File: config.mk
export PLATFORM = sky130hd
export DESIGN_NAME = ap_bank_tracker
export DESIGN_NICKNAME = d
export VERILOG_FILES = /design/src/rtl/apt_pkg.sv /design/src/rtl/apt_recovery_cnt.sv /design/src/rtl/apt_bank_ctrl.sv /design/src/rtl/ap_bank_tracker.sv
export SDC_FILE = /design/constraint.sdc
export NUM_CORES = 1
export LEC_CHECK = 0
export BUFFER_PORTS_ARGS = -buffer_cell sky130_fd_sc_hd__buf_2
export CORE_ASPECT_RATIO = 1.5
export CORE_MARGIN = 5
export CORE_UTILIZATION = 30
export DETAILED_ROUTE_END_ITERATION = 8
export PLACE_DENSITY = 0.49
export SLEW_MARGIN = 30
export SYNTH_ARGS = -nofsm -noshare
export SYNTH_HDL_FRONTEND = slang
export SYNTH_HIERARCHICAL = 1
export SYNTH_SLANG_ARGS = --single-unit
File: constraint.sdc
create_clock -name clk -period 3 [get_ports clk]
set_input_delay 0 -clock clk [delete_from_list [all_inputs] [get_ports clk]]
set_output_delay 0 -clock clk [all_outputs]
set_load 0.01 [all_outputs]
File: src/rtl/apt_pkg.sv
package apt_pkg;

  typedef enum logic [1:0] {
    ST_IDLE        = 2'd0,
    ST_AP_BURST    = 2'd1,
    ST_WR_RECOVERY = 2'd2,
    ST_PRECHARGING = 2'd3
  } bankState_t;

  // strobes from a bank controller to its counter
  typedef struct packed {
    logic loadWr;
    logic loadRp;
  } cntStrobe_t;

endpackage

File: src/rtl/apt_recovery_cnt.sv
module apt_recovery_cnt
  import apt_pkg::*;
#(
  parameter int T_WR = 2,
  parameter int T_RP = 3
) (
  input  logic       clk,
  input  logic       rst_n,
  input  cntStrobe_t strb,
  output logic       cntZero
);
  localparam int MAXC = (T_WR > T_RP) ? T_WR : T_RP;
  localparam int CW   = $clog2(MAXC + 1);

  logic [CW-1:0] cnt;

  always_ff @(posedge clk) begin
    if (!rst_n) begin
      cnt <= '0;
    end else if (strb.loadWr) begin
      cnt <= CW'(T_WR - 1);
    end else if (strb.loadRp) begin
      cnt <= CW'(T_RP - 1);
    end else if (cnt != '0) begin
      cnt <= cnt - 1'b1;
    end
  end

  assign cntZero = (cnt == '0);

  // the controller never asks for both loads at once
  a_r3_single_load: assert property (@(posedge clk) disable iff (!rst_n)
    !(strb.loadWr && strb.loadRp));

  // a precharge load always starts a nonzero wait when T_RP exceeds one
  a_r5_rp_loaded: assert property (@(posedge clk) disable iff (!rst_n)
    (strb.loadRp && T_RP > 1) |=> !cntZero);

endmodule

File: src/rtl/apt_bank_ctrl.sv
module apt_bank_ctrl
  import apt_pkg::*;
(
  input  logic       clk,
  input  logic       rst_n,
  input  logic       hitCmd,
  input  logic       otherCmd,
  input  logic       cmdWrite,
  input  logic       cmdAutoPre,
  input  logic       burstDone,
  input  logic       cntZero,
  output cntStrobe_t strb,
  output logic       preStart,
  output logic       bankReady
);
  bankState_t state, nextState;
  logic       isWrite;
  logic       burstEnd;

  assign burstEnd = otherCmd || burstDone;

  always_comb begin
    nextState = state;
    strb      = '0;
    case (state)
      ST_IDLE: begin
        if (hitCmd && cmdAutoPre) nextState = ST_AP_BURST;
      end
      ST_AP_BURST: begin
        if (burstEnd) begin
          if (isWrite) begin
            nextState   = ST_WR_RECOVERY;
            strb.loadWr = 1'b1;
          end else begin
            nextState   = ST_PRECHARGING;
            strb.loadRp = 1'b1;
          end
        end
      end
      ST_WR_RECOVERY: begin
        if (cntZero) begin
          nextState   = ST_PRECHARGING;
          strb.loadRp = 1'b1;
        end
      end
      ST_PRECHARGING: begin
        if (cntZero) nextState = ST_IDLE;
      end
      default: nextState = ST_IDLE;
    endcase
  end

  always_ff @(posedge clk) begin
    if (!rst_n) begin
      state    <= ST_IDLE;
      isWrite  <= 1'b0;
      preStart <= 1'b0;
    end else begin
      state    <= nextState;
      preStart <= strb.loadRp;
      if (state == ST_IDLE && hitCmd && cmdAutoPre) isWrite <= cmdWrite;
    end
  end

  assign bankReady = (state == ST_IDLE);

  // a read burst that ends starts precharge in the next cycle
  a_r2_read_immediate: assert property (@(posedge clk) disable iff (!rst_n)
    (state == ST_AP_BURST && !isWrite && burstEnd) |=> preStart);

  // a write burst that ends enters recovery without a start pulse
  a_r3_write_waits: assert property (@(posedge clk) disable iff (!rst_n)
    (state == ST_AP_BURST && isWrite && burstEnd) |=> (!preStart && state == ST_WR_RECOVERY));

  // the end of the precharge count releases the ready flag
  a_r5_ready_returns: assert property (@(posedge clk) disable iff (!rst_n)
    (state == ST_PRECHARGING && cntZero) |=> bankReady);

  // nothing pending means no start in the next cycle
  a_r6_idle_no_start: assert property (@(posedge clk) disable iff (!rst_n)
    bankReady |=> !preStart);

  // a start is a single-cycle pulse
  a_r8_one_pulse: assert property (@(posedge clk) disable iff (!rst_n)
    preStart |=> !preStart);

endmodule

File: src/rtl/ap_bank_tracker.sv
module ap_bank_tracker
  import apt_pkg::*;
#(
  parameter int NUM_BANKS = 4,
  parameter int T_WR      = 2,
  parameter int T_RP      = 3
) (
  input  logic                         clk,
  input  logic                         rst_n,
  input  logic                         cmdValid,
  input  logic [$clog2(NUM_BANKS)-1:0] cmdBank,
  input  logic                         cmdWrite,
  input  logic                         cmdAutoPre,
  input  logic [NUM_BANKS-1:0]         burstDone,
  output logic [NUM_BANKS-1:0]         preStart,
  output logic [NUM_BANKS-1:0]         bankReady
);
  localparam int BANK_W = $clog2(NUM_BANKS);

  for (genvar i = 0; i < NUM_BANKS; i++) begin : g_bank
    logic       hitCmd;
    logic       otherCmd;
    logic       cntZero;
    cntStrobe_t strb;

    assign hitCmd   = cmdValid && (cmdBank == BANK_W'(i));
    assign otherCmd = cmdValid && (cmdBank != BANK_W'(i));

    apt_bank_ctrl u_ctrl (
      .clk       (clk),
      .rst_n     (rst_n),
      .hitCmd    (hitCmd),
      .otherCmd  (otherCmd),
      .cmdWrite  (cmdWrite),
      .cmdAutoPre(cmdAutoPre),
      .burstDone (burstDone[i]),
      .cntZero   (cntZero),
      .strb      (strb),
      .preStart  (preStart[i]),
      .bankReady (bankReady[i])
    );

    apt_recovery_cnt #(
      .T_WR(T_WR),
      .T_RP(T_RP)
    ) u_cnt (
      .clk    (clk),
      .rst_n  (rst_n),
      .strb   (strb),
      .cntZero(cntZero)
    );
  end

  // right after reset every bank is ready with no start pulse
  a_r1_reset_state: assert property (@(posedge clk)
    !rst_n |=> (bankReady == '1 && preStart == '0));

endmodule

==> Word-level counts from Yosys, hierarchy flattened <==
Index checks and enable logic that the tools add are counted.
{ "op_classes": {"muxes": 60, "bitwise": 1, "addsub": 4, "n_eq_ne": 34, "n_reduce_logical": 54} }
{ "op_table": {"columns": ["operator", "n"], "rows": [
  ["$mux W2", 28],
  ["$pmux W2 S4", 4],
  ["$ne A2 B2 Y1 const B", 14],
  ["$mux W1", 24],
  ["$eq A2 B2 Y1 const B", 10],
  ["$logic_and A1 B1 Y1", 20],
  ["$logic_not A2 Y1", 9],
  ["$reduce_bool A2 Y1", 9],
  ["$reduce_and A4 Y1", 4],
  ["$reduce_bool A3 Y1", 4],
  ["$eq A2 B1 Y1 const B", 5],
  ["$ne A2 B1 Y1 const B", 5],
  ["$pmux W1 S2", 4],
  ["$reduce_or A2 Y1", 4],
  ["$sub A2 B1 Y2 const B", 4],
  ["$logic_or A1 B1 Y1", 4],
  ["$not A1 Y1", 1]
]} }
{ "word_totals": {"reg_bits": 24, "out_inout_bits": 8} }

==> Depth between registers and ports, before layout <==
Gate-level depths: netlist (run 1).
{ "depth": {"ltp_word": 7, "ltp_mapped": 7} }

==> By module <==
The synthesis (run 1) kept the hierarchy.
{ "modules_own_cells": {"columns": ["module", "instances", "area_per_inst_um2", "cells_per_inst"], "rows": [
  ["apt_bank_ctrl", 4, 302.8, 34],
  ["apt_recovery_cnt", 4, 103.8, 11],
  ["ap_bank_tracker", 1, 63.8, 10]
]} }

==> Least setup slack after synthesis (run 1) <==
Ideal clock, no wire load.
{ "synth_path": {"path_kind": "register to register", "startpoint": "register g_bank[0].u_ctrl.state[0]", "endpoint": "register g_bank[0].u_cnt.cnt[0]", "stages_incl_launch_ff": 6, "path_slack_ps": 1579, "setup_time_ps": 115, "t_arrival_ps": 1306, "period_less_slack_ps": 1421, "path_cell_list": "dfxtp_1 > ha_1 > or3b_4 > a21oi_1 > nor2_1 > o21a_1"} }
{ "synth_rtl": {"columns": ["element", "line", "text"], "rows": [
  ["start: declaration", "apt_bank_ctrl.sv:16", "bankState_t state, nextState;"],
  ["start signal: assignment", "apt_bank_ctrl.sv:59", "state <= nextState;"],
  ["end signal: assignment", "apt_recovery_cnt.sv:21", "cnt <= CW'(T_WR - 1);"],
  ["end signal: assignment", "apt_recovery_cnt.sv:23", "cnt <= CW'(T_RP - 1);"],
  ["end signal: assignment", "apt_recovery_cnt.sv:25", "cnt <= cnt - 1'b1;"],
  ["end: declaration", "apt_recovery_cnt.sv:15", "logic [CW-1:0] cnt;"]
]} }

==> results of run 1 <==
==> synth_stat cells (5+ instances only) <==
library cell	instances
inv_1	29
dfxtp_1	24
ha_1	24
nand2_1	24
mux2i_1	16
nor2_1	16
o21a_1	5
==> cells by family (layout without fill, tap and decap cells) <==
logic type | count (synthesis) | in the layout | share of synthesized area, %
adders and majority gates | 24 | 24 | 17.8
DFF | 24 | 24 | 28.4
xor gates and xnor gates | 4 | 4 | 2.07
muxes | 16 | 16 | 9.47
AOI/OAI and AO/OA | 32 | 32 | 17.8
buffers and inverters | 30 | 51 | 6.66
and+or+nand+nor | 60 | 60 | 17.8
==> routing by layer <==
layer / up-vias / GRT usage, % / part of all wire (%)
met5: - / 0 / 0
met2: 16 / 18.9 / 52
li1: 681 / - / -
met1: 596 / 11.2 / 44
met4: 0 / 4.78 / 2.0
met3: 4 / 1.87 / 2.8
==> flip-flops by register name (all words and copies together), names as in the netlist <==
name / flops
g_bank.u_ctrl/preStart: 4
g_bank.u_cnt/cnt: 8
g_bank.u_ctrl/isWrite: 4
g_bank.u_ctrl/state: 8
==> cell type report <==
cell class	instances	area (um2)
Fill cell	602	3580
Multi-Input combinational cell	136	1100
Sequential cell	24	480
Inverter	30	113
Timing Repair Buffer	18	90.1
Tap cell	70	87.6
Clock buffer	3	41.3
==> worst max path at each step <==
| stage | slack (ps) | depth (start not counted) | end | start |
|---|---|---|---|---|
| floorplan | 1580 | 5 | g_bank[0].u_cnt/cnt[0] | g_bank[0].u_ctrl/state[0] |
| CTS | 1440 | 5 | g_bank[2].u_cnt/cnt[0] | g_bank[2].u_ctrl/state[0] |
| detailed placement | 1450 | 5 | g_bank[2].u_cnt/cnt[0] | g_bank[2].u_ctrl/state[0] |
| global route | 1310 | 6 | g_bank[3].u_cnt/cnt[0] | g_bank[3].u_ctrl/state[1] |
| global placement | 1460 | 5 | g_bank[1].u_cnt/cnt[0] | g_bank[1].u_ctrl/state[0] |
| finish | 1460 | 5 | g_bank[2].u_cnt/cnt[0] | g_bank[2].u_ctrl/state[0] |
==> cells in the final DEF, fill, tap and decap left out, drive strengths merged <==
master   n
o21ba    4
ha      24
inv     30
and3     4
a221oi   4
a21boi   3
nor2    16
clkbuf   3
o211a    4
and3b    4
nor2b    4
o21a     5
mux2i   16
buf     18
dfxtp   24
o31ai    4
xor2     4
a211oi   4
or3b     4
a21oi    4
nand3    4
nand2   24
==> power groups by stage <==
stage	registers, W	logic [W]	clock network [W]
6_report	0.000457	0.000654	0.000198
5_1_grt	0.000471	0.000750	0.000220
4_1_cts	0.000459	0.000672	0.000210
3_5_place_dp	0.000467	0.000668	0
3_3_place_gp	0.000465	0.000663	0
2_1_floorplan	0.000452	0.000530	0
==> worst reg2reg max path, delay by kind of cell, from the launching register on <==
kind / cells / cell delay, ps
and+or+nand+nor: 2 / 450
adders and majority gates: 1 / 200
AOI/OAI and AO/OA: 2 / 340
DFF: 1 / 450
==> per-stage QoR <==
step	cells	setup slack [ps]	total power (W)	hold slack (ps)
global placement	278	1460	0.00113	315
CTS	281	1440	0.00134	41.8
finish	281	1460	0.00131	35.1
floorplan	190	1580	0.000981	117
global route	281	1310	0.00144	73.6
detailed placement	278	1450	0.00114	329
==> qor.yml, run 1 <==
yosys:
  ys_warn_count: 6
  postSynthAreaPerCell_um2: 8.90
  ys_types: 22
  netlist_area_um2: 1690
  synth_nets: 225
  synthTopCellsByArea: "dfxtp_1 (28%), ha_1 (18%), mux2i_1 (9.5%), inv_1 (6.4%), nand2_1 (5.3%)"
  synthArstFlopShare_pct: 0
  yosysTopAreaCell: "dfxtp_1"
  syn_inst: 190
  synth_top_area_share_pct: 28.4
  synth_ff_type: "dfxtp_1"
  ys_seq_area_share_pct: 28.4
  synth_edf_count: 0
  ys_ff_latch: 24
cells_and_area:
  syn_to_final_growth_pct: 13.0
  drive_gt1_share_pct: 16.6
  nets: 248
  n_antenna_cell: 0
  final_util_pct: 34.8
  fin_area_um2: 1910
global_route:
  gr-usage-all-layers_pct: 10.3
  first_global_vias: 1388
  grt_max_degree: 29
  antenna_found_initial: 0
  grt-ovfl-total: 0
  grt_first_pass_wirelength_mm: 5.94
power_and_ir_drop:
  power.switching_w: 0.000508
  ir_drop_uv: 187
  p_clk_share_pct: 15.1
  p_int_w: 0.000801
  power_frac_comb_pct: 49.9
  pwr_density_cell_nw_per_um2: 686
  switching_share_pct: 38.8
  p_leak_nw: 0.940
  sequentialPowerShare_pct: 34.9
sta:
  rsz0062_at_grt: "false"
  finClkSkew_ps: 1.98
  fin_crit_ps: 1540
  setup_viol: 0
  worstMarginPinSlew_ps: 511
  finalSetupTns_ps: 0
  drv_slew: 0
  final_hold_viol_count: 0
  relSlewSlack_pct: 65.9
  fmax_mhz: 648
  fin_crit_sh_pct: 51.5
worst_hold_path:
  hp-start: "cmdWrite"
  whs_path_depth: 3
  hold_path_end: "g_bank[1].u_ctrl/isWrite"
  hp-class: "primary input to flop"
floorplanning:
  coreArea_um2: 5490
  fp.dieW_um: 71.3
  dieArea_um2: 7270
  num_rows: 33
  pin_count: 19
  die_h_um: 102
  start_util_pct: 30.8
setup_path:
  path_class: "flop to flop"
  r2r-start: "g_bank[2].u_ctrl/state[0]"
  r2r_end: "g_bank[2].u_cnt/cnt[0]"
  crit_path_end_kind: "flop"
  cp.required_ps: 3170
  path_cells: "ha_1, or3b_4, a21oi_1, nor2_1, o21a_1"
  crit_family: "flip-flops"
  critical-path-max-stage-delay_ps: 450
  critPathArrivalTime_ps: 1710
  reg2reg_slack_ps: 1460
  cp_max_fo: 7
  worst-path-buf-inv: 0
  start_kind: "flop"
  critPathSlowestCell: "dfxtp_1"
  rr_worst_depth: 5
clocking:
  clock-sinks: 24
  path_clk_slew_ps: 90
  cts_tree: "yes"
  insertion_delay_ps: 270
  post_cts.repair.setup_buffers: 0
  cts_hold_buf: 0
  h-tree-depth: 1
  numCtsBuffers: 3
  cts-root-buf: "clkbuf_8"
  cts_resized: 0
  cts_max_path_buffers: 2
run:
  drv_cap: 0
placement:
  numPortBuffers: 18
  gp_congestion: 0.727
  dp_hpwl_mm: 2.65
  placed_area_um2: 1870
routing:
  viasPerCell: 4.62
  drtPass1Iterations: 4
  vias: 1297
  wire_per_inst_um: 11.9
  drtIter0Drc: 48
  postRouteAntennaNets: 0
  routed_wl_mm: 3.35
  drc: 0
run_status:
  outcome: "complete, no violations"
Note: power is estimated with default switching activity, not from simulation.
==> run 2, diff against run 1 <==
--- a/config.mk
+++ b/config.mk
@@ -10,7 +10,7 @@
 export CORE_MARGIN = 5
 export CORE_UTILIZATION = 30
 export DETAILED_ROUTE_END_ITERATION = 8
-export PLACE_DENSITY = 0.49
+export PLACE_DENSITY = 0.51
 export SLEW_MARGIN = 30
 export SYNTH_ARGS = -nofsm -noshare
 export SYNTH_HDL_FRONTEND = slang
==> constraint.sdc (replaced) <==
create_clock -name clk -period 1.25 [get_ports clk]
set_input_delay 0 -clock clk [delete_from_list [all_inputs] [get_ports clk]]
set_output_delay 0 -clock clk [all_outputs]
set_load 0.01 [all_outputs]
==> run 2 against run 1 <==
  * Non-clock buffer count rose by 46
  * The flow now finishes with violations (setup timing)
  * Register-to-register slack got worse by 1600 ps
  * Fmax rose by 10%
  * Sequential share of layout area fell by 5.1 points
  * Flip-flop and latch count did not move
  * Die area did not move
==> qor.yml, run 2 (same netlist as run 1, synthesis figures left out) <==
run_status:
  outcome: "finished, violations left"
  violations: "setup timing"
routing:
  wire_per_inst_um: 11.6  # -2.7%
  routed_wl_mm: 3.79  # +13%
  drc: 0  # unchanged
  viasPerCell: 4.55  # -1.4%
  postRouteAntennaNets: 0  # unchanged
  drtPass1Iterations: 4  # unchanged
  vias: 1488  # +15%
  drtIter0Drc: 21  # -56%
cells_and_area:
  final_cell_mix: "buf_4 (43), nand2_1 (24), inv_1 (22)"
  stdcell_count: 327  # +16%
  final_common_cell: "buf_4"
  n_antenna_cell: 0  # unchanged
  top_regs: "g_bank.u_cnt/cnt (8), g_bank.u_ctrl/state (8)"
  drive_gt1_share_pct: 45.5  # +29 points
  syn_to_final_growth_pct: 49.4
  nets: 294  # +19%
setup_path:
  critical_path.startpoint: "g_bank[3].u_ctrl/state[1]"
  path_cells: "inv_4, ha_4, or3b_4, a21oi_4, nor2_1, o21a_1"
  path_class: "flop to flop"
  worst-path-buf-inv: 1  # +1
  critPathSlowestCell: "or3b_4"
  critical-path-max-stage-delay_ps: 390  # -60 ps
  cp_max_fo: 5  # -2
  r2r-start: "g_bank[3].u_ctrl/state[1]"
  cp.required_ps: 1420  # -1750 ps
  crit_family: "simple AND/OR/NAND/NOR gates"
  start_kind: "flop"
  crit_path_end_kind: "flop"
  critPathArrivalTime_ps: 1570  # -140 ps
clocking:
  h-tree-depth: 1  # unchanged
  path_clk_slew_ps: 90  # about the same
  numCtsBuffers: 3  # unchanged
  insertion_delay_ps: 270  # about the same
  cts_max_path_buffers: 2  # unchanged
  cts-root-buf: "clkbuf_8"
  cts_tree: "yes"
  clock-sinks: 24  # unchanged
power_and_ir_drop:
  p_int_w: 0.00266  # +230%
  sequentialPowerShare_pct: 27.2  # -7.7 points
  p_leak_nw: 1.16  # +23%
  power.switching_w: 0.00156  # +210%
  power_frac_comb_pct: 61.5  # +12 points
  p_clk_share_pct: 11.3  # -3.8 points
  switching_share_pct: 36.9  # -1.9 points
  pwr_density_cell_nw_per_um2: 1670  # +140%
  ir_drop_uv: 932  # +400%
sta:
  fin_crit_ps: 1400  # -145 ps
  final_hold_viol_count: 0  # unchanged
  relSlewSlack_pct: 80.5  # +15 points
  setup_viol: 20  # +20
  fmax_mhz: 715  # +10%
  finClkSkew_ps: 1.06  # -0.922 ps
  rsz0062_at_grt: "true"
  drv_slew: 0  # unchanged
  hold_ws_ps: 34.3  # -0.746 ps
  setup_ws_ps: -149  # -1610 ps
  fin_crit_sh_pct: 112  # +60 points
  worstMarginPinSlew_ps: 292  # -219 ps
run:
  drv_cap: 0  # unchanged
floorplanning:
  num_rows: 33  # unchanged
  pin_count: 19  # unchanged
  coreArea_um2: 5490  # unchanged
  fp.dieW_um: 71.3  # unchanged
  die_h_um: 102  # unchanged
  start_util_pct: 30.8  # unchanged
  dieArea_um2: 7270  # unchanged
global_route:
  grt_first_pass_wirelength_mm: 6.42  # +8.1%
  first_global_vias: 1555  # +12%
  antenna_found_initial: 0  # unchanged
  grt-ovfl-total: 0  # unchanged
  grt_max_degree: 29  # unchanged
  gr-usage-all-layers_pct: 11.0  # +0.69 points
placement:
  gp_congestion: 0.699  # -3.9%
  placed_cells: 317  # +14%
  dp_hpwl_mm: 2.89  # +9.1%
  numPortBuffers: 18  # unchanged
worst_hold_path:
  hp-start: "cmdWrite"
  hp-class: "primary input to flop"
## run 2: changes by cell type in the layout (fill, tap and decap cells not counted), sizes merged
| cell | before | now |
|---|---|---|
| buf | 18 | 64 |
## run 2: area by class of cell
class                           instances  area [um2]
Fill cell                             536        2970
Multi-Input combinational cell        136        1310
Sequential cell                        24         505
Timing Repair Buffer                   64         455
Inverter                               30         123
Tap cell                               70        87.6
Clock buffer                            3        41.3
## run 2: timing repair
item / 4_1_cts / 5_1_grt
setup endpoints to repair: 26 / 27
gates cloned: 0 / 0
hold buffers: 0 / 0
endpoints found under the hold margin: 0 / 0
resized for setup: 20 / 18
pin swaps: 11 / 2
buffers inserted: 7 / 0
## run 2: tightest hold or removal path, cell delays in order
cell and delay [ps]:
buf_2 130, mux2i_1 70, nor2_1 70
## run 2: layer usage
metal | wire length, um | vias up | global-route usage [%]
met1 | 1610 | 690 | 12.2
met3 | 71 | 6 | 1.38
met2 | 2040 | 17 | 21.0
met5 | 0 | - | 0
met4 | 69 | 0 | 3.91
li1 | - | 775 | -
## run 2: final timing paths
check / cells past startpoint / slack [ps] / end
setup / recovery: 6 / -150 / g_bank[3].u_cnt/cnt[0]
hold / removal: 3 / 30 / g_bank[1].u_ctrl/isWrite
setup reg to reg: 6 / -150 / g_bank[3].u_cnt/cnt[0]
hold reg to reg: 2 / 510 / g_bank[1].u_ctrl/state[1]
## run 2: power by group through the flow
| stage | registers, W | clock network (W) | logic [W] |
|---|---|---|---|
| floorplan | 0.00114 | 0 | 0.00133 |
| global placement | 0.00116 | 0 | 0.00219 |
| detailed placement | 0.00116 | 0 | 0.00221 |
| CTS | 0.00114 | 0.000511 | 0.00244 |
| global route | 0.00117 | 0.000531 | 0.00286 |
| finish | 0.00114 | 0.000477 | 0.00259 |
## run 2: per-stage QoR
| stage | area, um2 | setup TNS [ps] | power (W) | utilization (%) | worst slack (ps) |
|---|---|---|---|---|---|
| 6_report | 2520 | -1670 | 0.00421 | 46.0 | -149 |
| 5_1_grt | 2520 | -3370 | 0.00457 | 46.0 | -195 |
| 4_1_cts | 2430 | -1960 | 0.00409 | 44.2 | -152 |
| 3_5_place_dp | 2260 | -2140 | 0.00337 | 41.1 | -167 |
| 3_3_place_gp | 2260 | -2010 | 0.00334 | 41.1 | -166 |
| 2_1_floorplan | 1780 | -770 | 0.00248 | - | -93.1 |
